===== config.mk =====
export PLATFORM = sky130hd
export DESIGN_NAME = async_tx_serializer
export DESIGN_NICKNAME = d
export VERILOG_FILES = /design/src/rtl/async_tx_pkg.sv /design/src/rtl/tx_hold_buf.sv /design/src/rtl/tx_frame_build.sv /design/src/rtl/tx_shifter.sv /design/src/rtl/async_tx_serializer.sv
export SDC_FILE = /design/constraint.sdc
export NUM_CORES = 1
export LEC_CHECK = 0
export ABC_AREA = 0
export BUFFER_PORTS_ARGS = -buffer_cell sky130_fd_sc_hd__buf_2
export CAP_MARGIN = 20
export CORE_ASPECT_RATIO = 0.6
export CORE_UTILIZATION = 35
export DETAILED_ROUTE_END_ITERATION = 10
export PLACE_DENSITY = 0.57
export SETUP_SLACK_MARGIN = 0.15
export SLEW_MARGIN = 10
export SYNTH_ARGS = -nofsm -noshare
export SYNTH_HDL_FRONTEND = slang
export SYNTH_SLANG_ARGS = --single-unit

===== constraint.sdc =====
create_clock -name clk -period 3 [get_ports clk]
set_clock_uncertainty 0.2 [all_clocks]
set_input_delay 0 -clock clk [delete_from_list [all_inputs] [get_ports clk]]
set_output_delay 0 -clock clk [all_outputs]
set_load 0.05 [all_outputs]

===== src/rtl/async_tx_pkg.sv =====
package async_tx_pkg;

   typedef enum logic [1:0] {
      MP_OFF       = 2'b00,
      MP_IDLE_LINE = 2'b01,
      MP_ADDR_BIT  = 2'b10,
      MP_RSVD      = 2'b11
   } mp_mode_e;

   typedef struct packed {
      logic     len_long;
      logic     par_en;
      logic     par_odd;
      logic     msb_first;
      logic     two_stop;
      mp_mode_e mp;
   } tx_cfg_t;

endpackage


===== src/rtl/tx_hold_buf.sv =====
module tx_hold_buf #(
   parameter int DATA_W = 8
) (
   input  logic              clk,
   input  logic              rst_n,
   input  logic              wr_valid,
   input  logic [DATA_W-1:0] wr_data,
   input  logic              wr_addr,
   input  logic              take,
   output logic              empty,
   output logic [DATA_W-1:0] q_data,
   output logic              q_addr
);

   always_ff @(posedge clk) begin
      if (!rst_n) begin
         empty  <= 1'b1;
         q_data <= '0;
         q_addr <= 1'b0;
      end else if (take) begin
         empty <= 1'b1;
      end else if (wr_valid && empty) begin
         q_data <= wr_data;
         q_addr <= wr_addr;
         empty  <= 1'b0;
      end
   end

endmodule


===== src/rtl/tx_frame_build.sv =====
module tx_frame_build
   import async_tx_pkg::*;
#(
   parameter int DATA_W    = 8,
   parameter int SHORT_W   = 7,
   parameter int IDLE_GAP  = 11,
   parameter int STOP_LONG = 2,
   parameter int FRAME_W   = 24,
   parameter int LEN_W     = 5
) (
   input  tx_cfg_t            cfg,
   input  logic [DATA_W-1:0]  data,
   input  logic               addr,
   output logic [FRAME_W-1:0] frame,
   output logic [LEN_W-1:0]   flen
);

   logic [DATA_W-1:0] rev_long;
   logic [DATA_W-1:0] rev_short;
   logic [DATA_W-1:0] short_mask;

   // reversed views of the character for both lengths
   for (genvar g = 0; g < DATA_W; g++) begin : g_rev
      assign rev_long[g] = data[DATA_W-1-g];
      if (g < SHORT_W) begin : g_in
         assign rev_short[g]  = data[SHORT_W-1-g];
         assign short_mask[g] = 1'b1;
      end else begin : g_out
         assign rev_short[g]  = 1'b0;
         assign short_mask[g] = 1'b0;
      end
   end

   logic [DATA_W-1:0]  sent;
   logic [DATA_W-1:0]  seq;
   logic               has_abit;
   logic               has_gap;
   logic               par_bit;
   logic [FRAME_W-1:0] core;
   logic [LEN_W-1:0]   pos;

   always_comb begin
      sent     = cfg.len_long ? data : (data & short_mask);
      if (cfg.msb_first) seq = cfg.len_long ? rev_long : rev_short;
      else               seq = sent;
      has_abit = (cfg.mp == MP_ADDR_BIT);
      has_gap  = (cfg.mp == MP_IDLE_LINE) && addr;
      par_bit  = (^sent) ^ (has_abit & addr) ^ cfg.par_odd;

      core    = '1;
      core[0] = 1'b0;
      pos     = LEN_W'(1);
      for (int i = 0; i < DATA_W; i++) begin
         if (cfg.len_long || (i < SHORT_W)) begin
            core[pos] = seq[i];
            pos       = pos + LEN_W'(1);
         end
      end
      if (has_abit) begin
         core[pos] = addr;
         pos       = pos + LEN_W'(1);
      end
      if (cfg.par_en) begin
         core[pos] = par_bit;
         pos       = pos + LEN_W'(1);
      end
      pos = pos + (cfg.two_stop ? LEN_W'(STOP_LONG) : LEN_W'(1));

      if (has_gap) begin
         frame = {core[FRAME_W-1-IDLE_GAP:0], {IDLE_GAP{1'b1}}};
         flen  = pos + LEN_W'(IDLE_GAP);
      end else begin
         frame = core;
         flen  = pos;
      end
   end

endmodule


===== src/rtl/tx_shifter.sv =====
module tx_shifter #(
   parameter int FRAME_W = 24,
   parameter int LEN_W   = 5
) (
   input  logic               clk,
   input  logic               rst_n,
   input  logic               tick,
   input  logic               load,
   input  logic [FRAME_W-1:0] frame,
   input  logic [LEN_W-1:0]   flen,
   output logic               line,
   output logic               busy,
   output logic               last_tick
);

   logic [FRAME_W-1:0] shreg;
   logic [LEN_W-1:0]   remain;

   assign busy      = (remain != '0);
   assign last_tick = tick && (remain == LEN_W'(1));
   assign line      = busy ? shreg[0] : 1'b1;

   always_ff @(posedge clk) begin
      if (!rst_n) begin
         shreg  <= '1;
         remain <= '0;
      end else if (load) begin
         shreg  <= frame;
         remain <= flen;
      end else if (tick && busy) begin
         shreg  <= {1'b1, shreg[FRAME_W-1:1]};
         remain <= remain - LEN_W'(1);
      end
   end

endmodule


===== src/rtl/async_tx_serializer.sv =====
module async_tx_serializer
   import async_tx_pkg::*;
#(
   parameter int DATA_W    = 8,
   parameter int SHORT_W   = 7,
   parameter int IDLE_GAP  = 11,
   parameter int STOP_LONG = 2
) (
   input  logic              clk,
   input  logic              rst_n,
   input  logic              cfg_len8,
   input  logic              cfg_par_en,
   input  logic              cfg_par_odd,
   input  logic              cfg_msb_first,
   input  logic              cfg_two_stop,
   input  logic [1:0]        cfg_mp_mode,
   input  logic              baud_tick,
   input  logic              wr_valid,
   input  logic [DATA_W-1:0] wr_data,
   input  logic              wr_addr,
   output logic              txd,
   output logic              buf_empty,
   output logic              busy
);

   localparam int FRAME_W = IDLE_GAP + 1 + DATA_W + 2 + STOP_LONG;
   localparam int LEN_W   = $clog2(FRAME_W + 1);

   if (SHORT_W < 1 || SHORT_W >= DATA_W) begin : g_bad_short
      $error("SHORT_W must lie between 1 and DATA_W-1");
   end
   if (STOP_LONG < 2) begin : g_bad_stop
      $error("STOP_LONG must be at least 2");
   end
   if (IDLE_GAP < 1 || IDLE_GAP >= FRAME_W) begin : g_bad_gap
      $error("IDLE_GAP out of range");
   end

   tx_cfg_t            cfg;
   logic [DATA_W-1:0]  hold_data;
   logic               hold_addr;
   logic               take;
   logic               last_tick;
   logic [FRAME_W-1:0] frame;
   logic [LEN_W-1:0]   flen;

   always_comb begin
      cfg.len_long  = cfg_len8;
      cfg.par_en    = cfg_par_en;
      cfg.par_odd   = cfg_par_odd;
      cfg.msb_first = cfg_msb_first;
      cfg.two_stop  = cfg_two_stop;
      cfg.mp        = mp_mode_e'(cfg_mp_mode);
   end

   assign take = !buf_empty && (!busy || last_tick);

   tx_hold_buf #(.DATA_W(DATA_W)) u_buf (
      .clk     (clk),
      .rst_n   (rst_n),
      .wr_valid(wr_valid),
      .wr_data (wr_data),
      .wr_addr (wr_addr),
      .take    (take),
      .empty   (buf_empty),
      .q_data  (hold_data),
      .q_addr  (hold_addr)
   );

   tx_frame_build #(
      .DATA_W   (DATA_W),
      .SHORT_W  (SHORT_W),
      .IDLE_GAP (IDLE_GAP),
      .STOP_LONG(STOP_LONG),
      .FRAME_W  (FRAME_W),
      .LEN_W    (LEN_W)
   ) u_build (
      .cfg  (cfg),
      .data (hold_data),
      .addr (hold_addr),
      .frame(frame),
      .flen (flen)
   );

   tx_shifter #(.FRAME_W(FRAME_W), .LEN_W(LEN_W)) u_shift (
      .clk      (clk),
      .rst_n    (rst_n),
      .tick     (baud_tick),
      .load     (take),
      .frame    (frame),
      .flen     (flen),
      .line     (txd),
      .busy     (busy),
      .last_tick(last_tick)
   );

endmodule


# Word-level counts from Yosys, hierarchy flattened
# Index checks and enable logic that the tools add are counted.
[op_classes]
n_addsub = 5
magnitude_cmp = 4
eq_ne = 3
n_mux = 23
bitwise_logic = 5
n_reduce_logical = 15
[ops]
columns = ["operator", "n"]
rows = [
  ["$mux W24", 5],
  ["$bwmux W24", 2],
  ["$mux W5", 5],
  ["$mux W8", 3],
  ["$lt A5 B6 Y1 const B", 2],
  ["$add A5 B1 Y5 const B", 2],
  ["$demux W1 S5", 2],
  ["$ge A5 B1 Y1 const B", 2],
  ["$mux W9", 1],
  ["$reduce_xor A8 Y1", 1],
  ["$logic_and A1 B1 Y1", 7],
  ["$add A5 B2 Y5", 1],
  ["$add A5 B4 Y5 const B", 1],
  ["$eq A5 B1 Y1 const B", 1],
  ["$reduce_bool A5 Y1", 1],
  ["$sub A5 B1 Y5 const B", 1],
  ["$mux W1", 4],
  ["$eq A2 B1 Y1 const B", 1],
  ["$eq A2 B2 Y1 const B", 1],
  ["$logic_not A1 Y1", 2],
  ["$mux W2", 1],
  ["$not A1 Y1", 2],
  ["$reduce_and A2 Y1", 1],
  ["$reduce_bool A2 Y1", 1],
  ["other kinds (4)", 5],
]
[word_totals]
ff_bits = 39
in_bits = 20
word_cells = 60

# Logic depth before layout (Yosys ltp)
# Gate-level depths: netlist of run 1.
[depth]
word_depth = 11
ltp_mapped = 10
ltp_nobuf = 10

# By module
# A second synthesis of run 1 with hierarchy kept.
[hier_totals]
hier_cells = 321
hier_area_um2 = 2511.2
[by_module_without_submodules]
columns = ["mod", "instances", "cells_per_inst", "area_per_inst_um2"]
rows = [
  ["tx_shifter", 1, 179, 1455.1],
  ["tx_frame_build", 1, 97, 636.9],
  ["tx_hold_buf", 1, 43, 406.6],
  ["async_tx_serializer", 1, 2, 12.5],
]

# Least setup slack after synthesis of run 1
# No wires, ideal clock.
[synth_path]
path_kind = "input to register"
start = "input cfg_mp_mode[0]"
end = "register u_shift.remain[2]"
setup_time_ps = 60
arrival_time_ps = 2079
slack_ps = 661
path_stages = 10
path_buffers = 0
path_cell_list = "nand2b_1 > ha_1 > xor2_1 > ha_1 > fa_1 > inv_1 > ha_1 > or3_1 > nand3_1 > and3_1"
[synth_via]
elab_chain_len = 8
[synth_rtl]
columns = ["item", "line_no", "rtl"]
rows = [
  ["start, declared", "async_tx_serializer.sv:16", "input logic [1:0] cfg_mp_mode,"],
  ["$eq A2 B2 Y1", "tx_frame_build.sv:46", "has_abit = (cfg.mp == MP_ADDR_BIT);"],
  ["$mux W5", "tx_frame_build.sv:59", "if (has_abit) begin"],
  ["$add A5 B1 Y5", "tx_frame_build.sv:65", "pos = pos + LEN_W'(1);"],
  ["$mux W5", "tx_frame_build.sv:63", "if (cfg.par_en) begin"],
  ["$add A5 B2 Y5", "tx_frame_build.sv:67", "pos = pos + (cfg.two_stop ? LEN_W'(STOP_LONG) : LEN_W'(1));"],
  ["$add A5 B4 Y5", "tx_frame_build.sv:71", "flen = pos + LEN_W'(IDLE_GAP);"],
  ["$mux W5 *", "tx_frame_build.sv:69", "if (has_gap) begin"],
  ["$mux W5 *", "tx_shifter.sv:27", "end else if (load) begin"],
  ["end signal, assigned", "tx_shifter.sv:29", "remain <= flen;"],
  ["end signal, assigned", "tx_shifter.sv:32", "remain <= remain - LEN_W'(1);"],
  ["end, declared", "tx_shifter.sv:17", "logic [LEN_W-1:0] remain;"],
]
# Every way passes the cells marked *; elsewhere a longest branch is shown, timed or not.
# A chain may end at the register's enable or synchronous reset.

# Worst setup path in the final report of run 1
[layout_path]
start = "input cfg_mp_mode[1]"
end = "register u_shift.remain[2]"
# Same word-level chain as after synthesis.

==> flow_summary.toml, run 1 <==
[route]
drt-total-wl_mm = 5.66
ant_nets = 0
drt-pass1-iter-count = 6
viasPerCell = 5.20
wl_per_cell_um = 14.1
drt_iter0_markers = 145
drc = 0
num_vias = 2089

[critical_path]
start_kind = "primary input"
max_stage_delay_ns = 0.60
critPathCaptureType = "register"
timing.reg2reg.setup_slack_ns = 0.52
worstSetupPathType = "primary input to register"
crit_arrival_ns = 2.75
path_buf_inv = 3
cp_top_family = "adder cells"
crit_fanout = 5
crit_top_cell = "ha_1"
critPathSlowestCell = "fa_1"
crit_chain = "dlygate4sd3_1 -> buf_2 -> nand2b_4 -> ha_4 -> xor2_1 -> ha_1 -> fa_1 -> inv_1 -> ha_1 -> or3_1 -> nand3_1 -> and3_1"
cp_data_required_time_ns = 3.04

[pwr]
p_seq_share_pct = 33.2
p_sw_share_pct = 40.9
p_sw_uw = 976
leakage_nw = 1.14
p_int_mw = 1.41
p_clk_share_pct = 15.9
ir_drop_uv = 658
power.total_mw = 2.38
power.density_nw_per_um2 = 867
pwr-share-comb_pct = 50.9

[timing]
period_share_pct = 90.5
rsz0062_at_grt = "no"
max_freq_mhz = 368
worstMarginPinSlew_ns = 0.962
setup-tns-final_ns = 0
fin_crit_ns = 2.71
slew_viol_final = 0
maxSlewHeadroom_pct = 35.9
setup_viol = 0
hold_viol_final = 0

[place]
hpwlAfterDp_mm = 3.93
io_buffers = 22
postPlaceCellArea_um2 = 2400
place_congestion = 0.779
placed_cells = 370

[yosys]
syn_area_um2 = 2240
async_flop_share_pct = 0
synth_nets = 305
seq_area_frac_synth_pct = 34.0
synth_top_cell_area_share_pct = 34.0
yosys-top-cells-count = "nand2_1 (78), dfxtp_1 (38), nand3_1 (16)"
syn_area_per_cell_um2 = 8.08
synth-edff-count = 0
ys_types = 49
synthTopCellsByArea = "dfxtp_1 (34%), nand2_1 (13%), a32o_1 (6.3%)"
yosys.area.top_type = "dfxtp_1"
syn-instance-count = 277
synth_flop_cell = "dfxtp_1"
yosysWarningCount = 0
yosys_register_bits = 38
post-synth-top-count-cell = "nand2_1"

[clock_tree]
clk-insertion-delay-late_ns = 0.29
clock_path_buffers = 2
cts_tree = "done"
cts-root-buf = "clkbuf_8"
cts_buffers = 5
clk_transition_reported_paths_ns = 0.08
cts.sinks = 38
cts_max_level = 2

[finish]
fin_util_pct = 44.8
drive_above_1_share_pct = 15.1
fillers = 634
fin_area_um2 = 2750
fin_nets = 345
multiInputGateArea_um2 = 1370
syn_to_final_growth_pct = 22.9
finalNonFillerCells = 402
seq_area_um2 = 761
diodes = 0

[grt]
grt_max_degree = 41
overflow = 0
grt_pass1_wl_mm = 9.55
met1_usage_pct = 27.7
grt_use_met2_pct = 25.5
antenna_found_initial = 0
grt.total_usage_pct = 18.2
grt_pass1_vias = 1892
met3_usage_pct = 3.88
top_usage_layer = "met1"

[floorplan]
die-area_um2 = 6730
ioPinCount = 23
dieHeight_um = 63.9
coreArea_um2 = 6140
die_w_um = 105
rows = 22
initial_core_util_pct = 36.4

[worst_hold_path]
hold_class = "primary input to register"

[flow_run]
drv_cap = 0

[run_status]
outcome = "completed"
power by group through the flow:
stage               sequential [mW]  clock [mW]  combinational, mW
floorplan                     0.778           0              0.967
global placement              0.797           0               1.15
detailed placement            0.799           0               1.16
CTS                           0.789       0.389               1.20
global route                  0.812       0.417               1.35
finish                        0.791       0.380               1.21
stage by stage:
| step | hold WS (ns) | setup WS (ns) |
|---|---|---|
| after floorplan | -0.0283 | 0.661 |
| after global placement | 0.0781 | 0.409 |
| after detailed placement | 0.0918 | 0.310 |
| after CTS | 0.0525 | 0.273 |
| after global routing | 0.111 | 0.181 |
| final | 0.0780 | 0.285 |
worst min-delay path: cells and delay by family:
family	cells	cell delay [ns]
AO/OA/AOI/OAI	1	0.17
buffers and inverters	1	0.12
AND/OR/NAND/NOR	2	0.23
worst paths after layout:
| path | depth (start not counted) | end | from |
|---|---|---|---|
| max | 12 | u_shift.remain[2]$_SDFFE_PN0P_ | cfg_mp_mode[1] |
| min | 4 | u_shift.shreg[19]$_SDFFE_PN1P_ | cfg_mp_mode[0] |
| max reg2reg | 6 | u_shift.shreg[9]$_SDFFE_PN1P_ | u_shift.remain[0]$_SDFFE_PN0P_ |
| min reg2reg | 2 | u_shift.shreg[22]$_SDFFE_PN1P_ | u_shift.shreg[22]$_SDFFE_PN1P_ |
state kept, by name (all words and copies together), names as in the netlist:
name / flops
u_shift.shreg: 23
u_shift.remain: 5
u_buf.empty: 1
u_buf.q_addr: 1
u_buf.q_data: 8
cell type report:
class                   instances  area share [%]
multi-input cells             213            49.8
inverters                       7           0.956
repair buffers                 52            14.3
clock buffers                   6            3.00
well taps                      84            3.82
clock inverters                 2           0.455
flip-flops and latches         38            27.7
routing by layer:
| metal | share of wire (%) | routed length (um) |
|---|---|---|
| met1 | 54 | 3050 |
| met2 | 41 | 2300 |
| met3 | 4.5 | 256 |
| met4 | 0.83 | 47 |
| met5 | 0 | 0 |
logic make-up (layout without fill, tap and decap cells):
| logic type | Yosys count | after routing | share of synthesized area [%] |
|---|---|---|---|
| AND/OR/NAND/NOR | 125 | 125 | 26.1 |
| AO/OA/AOI/OAI | 59 | 59 | 20.1 |
| flip-flops | 38 | 38 | 34.0 |
| buffers and inverters | 26 | 67 | 5.70 |
| XOR/XNOR | 12 | 12 | 5.31 |
| multiplexers | 9 | 9 | 4.03 |
| adder cells (fa/ha/maj) | 8 | 8 | 4.81 |
cell usage in the layout (no fill, tap or decap), types with 3 or more instances in the layout:
cell / instances
inv_1: 7
a21oi_1: 7
nand3_1: 16
dfxtp_1: 38
buf_4: 7
nor3_1: 4
nand2_1: 78
dlygate4sd3_1: 23
nor2_1: 3
mux2i_1: 9
nand2b_1: 3
buf_2: 22
ha_1: 6
o211ai_1: 3
clkbuf_8: 6
a21boi_0: 11
a32o_1: 14
o21ai_0: 9
xnor2_1: 10
what timing repair did:
item	in CTS	in global routing
setup endpoints to repair	0	1
endpoints found under the hold margin	25	0
hold buffers	23	0
buffers inserted	0	1
resized for setup	0	2
(Power assumes the default switching activity.)
==> inputs of run 2 (changes only) <==
--- a/config.mk
+++ b/config.mk
@@ -6,7 +6,7 @@
 export NUM_CORES = 1
 export LEC_CHECK = 0
 export ABC_AREA = 0
-export BUFFER_PORTS_ARGS = -buffer_cell sky130_fd_sc_hd__buf_2
+export BUFFER_PORTS_ARGS = -buffer_cell sky130_fd_sc_hd__buf_4
 export CAP_MARGIN = 20
 export CORE_ASPECT_RATIO = 0.6
 export CORE_UTILIZATION = 35
==> run 2 against run 1 <==
Critical path depth is the same. Sequential power is essentially flat. Final cell count grew 2.5%. Non-clock buffer count grew 10. Utilization grew 2.6 points. Clock power grew 15%. Global-route usage grew 1.5 points. Largest cell class unchanged.
==> flow_summary.toml, run 2 (synthesis results as in run 1) <==
[run_status]
outcome = "completed"

[clock_tree]
post_cts_buffers = 0
clk_transition_reported_paths_ns = 0.08
cts.sinks = 38
clk-insertion-delay-late_ns = 0.29
cts-root-buf = "clkbuf_8"
cts_buffers = 5
cts_tree = "done"
cts_max_level = 2
clock_path_buffers = 2

[floorplan]
initial_core_util_pct = 36.4
die_w_um = 105
dieHeight_um = 63.9
ioPinCount = 23
coreArea_um2 = 6140
rows = 22
die-area_um2 = 6730

[critical_path]
crit_chain = "dlygate4sd3_1 -> buf_4 -> nand2b_1 -> ha_4 -> xor2_1 -> ha_1 -> fa_1 -> inv_1 -> ha_1 -> or3_1 -> nand3_1 -> and3_1"
ff2ff_path_depth = 7
cp_data_required_time_ns = 3.04
crit_fanout = 5
critPathSlowestCell = "fa_1"
crit_arrival_ns = 2.76
worstSetupPathType = "primary input to register"
critPathCaptureType = "register"
crit_top_cell = "ha_1"
crit_cells = 12
max_stage_delay_ns = 0.55
path_buf_inv = 3
start_kind = "primary input"
cp_top_family = "adder cells"

[timing]
slew_viol_final = 0
setup_viol = 0
worstMarginPinSlew_ns = 0.762
maxSlewHeadroom_pct = 49.1
rsz0062_at_grt = "no"
max_freq_mhz = 368
setup-tns-final_ns = 0
hold_viol_final = 0
period_share_pct = 90.6
fin_crit_ns = 2.72

[route]
viasPerCell = 5.16
drc = 0
drt-total-wl_mm = 5.93
ant_nets = 0
num_vias = 2127
wl_per_cell_um = 14.4
drt_iter0_markers = 110
drt-pass1-iter-count = 4

[pwr]
power.density_nw_per_um2 = 856
pwr-share-comb_pct = 50.8
ir_drop_uv = 436
p_int_mw = 1.51
p_sw_share_pct = 39.3
leakage_nw = 1.22
power.total_mw = 2.49
p_sw_uw = 978
p_seq_share_pct = 31.7
p_clk_share_pct = 17.6

[finish]
largest_register = "u_shift.shreg"
fin_area_um2 = 2910
largestRegisters = "u_shift.shreg x23, u_buf.q_data x8, u_shift.remain x5"
diodes = 0
layout_commonest_cell = "nand2_1"
drive_above_1_share_pct = 13.7
largest_reg_flops = 23
fin_nets = 355
final_cell_mix = "nand2_1 (78), dfxtp_1 (38), dlygate4sd3_1 (33)"
fillers = 610
syn_to_final_growth_pct = 30.0

[grt]
grt_max_degree = 41
overflow = 0
antenna_found_initial = 0
grt_pass1_vias = 2071
grt.total_usage_pct = 19.7
grt_pass1_wl_mm = 10.2

[place]
io_buffers = 22
hpwlAfterDp_mm = 4.03
postPlaceCellArea_um2 = 2460
place_congestion = 0.771

[worst_hold_path]
whs_path_depth = 4
hold_class = "primary input to register"

[flow_run]
drv_cap = 0
## run 2: power groups by stage
stage	clock, mW	combinational [mW]	sequential, mW
2_1_floorplan	0	0.967	0.778
3_3_place_gp	0	1.19	0.793
6_report	0.437	1.26	0.788
5_1_grt	0.476	1.40	0.813
3_5_place_dp	0	1.21	0.798
4_1_cts	0.446	1.26	0.787
## run 2: cell type report
class                           count  area [um^2]  share of cell area [%]
Clock buffer                        7         76.3                    2.62
Clock inverter                      1         30.0                    1.03
Inverter                            7         26.3                   0.904
Multi-Input combinational cell    213         1360                    46.8
Sequential cell                    38          761                    26.2
Tap cell                           84          105                    3.61
Timing Repair Buffer               62          548                    18.8
## run 2: what timing repair did
action | in CTS | in global routing
gates resized for setup | 0 | 1
hold endpoints to repair | 38 | 0
setup endpoints to repair | 0 | 1
hold buffers | 33 | 0
## run 2: routing by layer
layer | wire length, um | track usage [%] | vias to the layer above
met1 | 3060 | 27.4 | 975
li1 | - | - | 1078
met2 | 2440 | 30.2 | 68
met4 | 57 | 5.46 | 0
met3 | 369 | 4.80 | 6
met5 | 0 | 0 | -
## run 2: worst paths after layout
kind                                  start                             end  slack [ns]
max                          cfg_mp_mode[1]  u_shift.remain[2]$_SDFFE_PN0P_        0.28
min                          cfg_mp_mode[0]  u_shift.shreg[19]$_SDFFE_PN1P_        0.05
max reg2reg  u_shift.remain[0]$_SDFFE_PN0P_        u_buf.empty$_SDFFE_PP1P_        0.34
min reg2reg  u_shift.shreg[22]$_SDFFE_PN1P_  u_shift.shreg[22]$_SDFFE_PN1P_        0.28
## run 2: worst register-to-register path: cells and delay by family, from the launching register on
family | cells | cell delay [ns]
compound gates | 1 | 0.22
fa+ha+maj | 1 | 0.24
buf+inv | 3 | 0.89
flops | 1 | 0.40
simple gates | 2 | 0.60
## run 2: metrics by stage
| step | hold WS, ns | setup WS [ns] | std cells | utilization (%) |
|---|---|---|---|---|
| after detailed placement | 0.0990 | 0.377 | 371 | 40.1 |
| after global routing | 0.103 | 0.170 | 412 | 47.4 |
| after floorplan | -0.0283 | 0.661 | 277 | - |
| after global placement | 0.0918 | 0.481 | 371 | 40.1 |
| final | 0.0467 | 0.281 | 412 | 47.4 |
| after CTS | 0.0399 | 0.248 | 412 | 47.2 |
==> inputs of run 3 (changes only) <==
==> constraint.sdc (replaced) <==
create_clock -name clk -period 3.3 [get_ports clk]
set_clock_uncertainty 0.2 [all_clocks]
set_input_delay 0 -clock clk [delete_from_list [all_inputs] [get_ports clk]]
set_output_delay 0 -clock clk [all_outputs]
set_load 0.05 [all_outputs]
==> run 3 against run 2 <==
Global-route usage fell by 0.51 points. Sequential power fell by 8.6%. First-iteration DRC count fell by 15%. Critical path depth did not move. Via count fell by 0.14%. Register-to-register slack improved by 0.46 ns. Clock power fell by 8.5%. Design area fell by 1.8%. Critical path type unchanged. Largest power group unchanged.
==> flow_summary.toml, run 3 (synthesis results as in run 1) <==
[place]
placed_cells = 367
postPlaceCellArea_um2 = 2430
io_buffers = 22
place_congestion = 0.792
hpwlAfterDp_mm = 3.97
dp_slack_ns = 0.728

[timing]
max_freq_mhz = 370
fin_ws_ns = 0.601
timing.hold.ws_ns = 0.0193
period_share_pct = 81.8
setup-tns-final_ns = 0
maxSlewHeadroom_pct = 35.5
worstMarginPinSlew_ns = 0.968
hold_viol_final = 0
setup_viol = 0
fin_crit_ns = 2.70
slew_viol_final = 0
rsz0062_at_grt = "no"

[clock_tree]
cts-root-buf = "clkbuf_8"
clk_transition_reported_paths_ns = 0.08
post_cts_buffers = 0
cts_buffers = 5
clock_path_buffers = 2
cts_tree = "done"
cts.sinks = 38
clk-insertion-delay-late_ns = 0.29
cts_max_level = 2

[route]
num_vias = 2124
drc = 0
viasPerCell = 5.22
drt-pass1-iter-count = 4
drt-total-wl_mm = 5.90
drt_iter0_markers = 94
wl_per_cell_um = 14.5
ant_nets = 0

[pwr]
leakage_nw = 1.20
power.density_nw_per_um2 = 777
p_sw_uw = 877
p_int_mw = 1.34
pwr-share-comb_pct = 49.5
p_clk_share_pct = 18.0
p_seq_share_pct = 32.4
ir_drop_uv = 516
p_sw_share_pct = 39.5

[finish]
fin_nets = 350
largest_reg_flops = 23
final_cell_mix = "nand2_1 (78), dfxtp_1 (38), dlygate4sd3_1 (32)"
syn_to_final_growth_pct = 27.6
largest_register = "u_shift.shreg"
layout_commonest_cell = "nand2_1"
largestRegisters = "u_shift.shreg x23, u_buf.q_data x8, u_shift.remain x5"
fin_area_um2 = 2860
drive_above_1_share_pct = 12.4
finalNonFillerCells = 407
diodes = 0

[critical_path]
crit_arrival_ns = 2.74
r2r-end = "u_shift.remain[0]$_SDFFE_PN0P_"
start_kind = "primary input"
cp_data_required_time_ns = 3.34
r2r_start = "u_shift.remain[0]$_SDFFE_PN0P_"
worstSetupPathType = "primary input to register"
startpoint = "cfg_mp_mode[1]"
crit_end = "u_shift.remain[2]$_SDFFE_PN0P_"
critPathCaptureType = "register"
crit_fanout = 5
ff2ff_path_depth = 7
timing.reg2reg.setup_slack_ns = 0.80

[floorplan]
dieHeight_um = 63.9
die_w_um = 105
coreArea_um2 = 6140
initial_core_util_pct = 36.4
die-area_um2 = 6730
ioPinCount = 23
rows = 22

[worst_hold_path]
whs_path_depth = 4
hold_class = "primary input to register"

[grt]
grt_pass1_vias = 2003
grt_pass1_wl_mm = 9.99
antenna_found_initial = 0
overflow = 0
grt_max_degree = 41
grt.total_usage_pct = 19.2

[run_status]
outcome = "completed"

[flow_run]
drv_cap = 0
[run 3: per-layer routing]
| layer | vias to the layer above | track usage (%) | wire length [um] |
|---|---|---|---|
| li1 | 1069 | - | - |
| met1 | 995 | 27.3 | 3170 |
| met2 | 58 | 28.0 | 2370 |
| met3 | 2 | 4.80 | 341 |
| met4 | 0 | 6.16 | 25 |
| met5 | - | 0 | 0 |
[run 3: power groups by stage]
stage	logic, mW	clock network [mW]	registers (mW)
6_report	1.10	0.400	0.720
5_1_grt	1.23	0.425	0.739
4_1_cts	1.10	0.407	0.719
3_5_place_dp	1.06	0	0.729
3_3_place_gp	1.04	0	0.723
2_1_floorplan	0.879	0	0.707
[run 3: metrics by stage]
step / utilization [%] / power [mW]
finish: 46.5 / 2.22
global route: 46.5 / 2.40
CTS: 46.5 / 2.23
detailed placement: 39.6 / 1.79
global placement: 39.6 / 1.76
floorplan: - / 1.59
[run 3: area by class of cell]
cell class	count	area, um^2
clock buffers	7	76.3
clock inverters	1	30.0
fillers	600	3280
inverters	7	26.3
multi-input cells	213	1350
flip-flops and latches	38	761
well taps	84	105
repair buffers	57	508
[run 3: critical path: stages]
cell,delay (ns)
dlygate4sd3_1,0.52
buf_4,0.12
nand2b_1,0.08
ha_1,0.33
xor2_1,0.16
ha_1,0.21
fa_1,0.53
inv_1,0.06
ha_1,0.19
or3_1,0.34
nand3_1,0.08
and3_1,0.14
[run 3: worst min path at each step]
stage | startpoint | endpoint
3_5_place_dp | wr_data[2] | u_buf.q_data[2]$_SDFFE_PN0P_
2_1_floorplan | wr_addr | u_buf.q_addr$_SDFFE_PN0P_
3_3_place_gp | wr_data[2] | u_buf.q_data[2]$_SDFFE_PN0P_
5_1_grt | cfg_mp_mode[0] | u_shift.shreg[19]$_SDFFE_PN1P_
4_1_cts | cfg_mp_mode[0] | u_shift.shreg[19]$_SDFFE_PN1P_
6_report | cfg_mp_mode[0] | u_shift.shreg[19]$_SDFFE_PN1P_
[run 3: repair_timing]
item                      4_1_cts  5_1_grt
resized for setup               0        0
hold endpoints to repair       38        0
hold buffers                   32        0
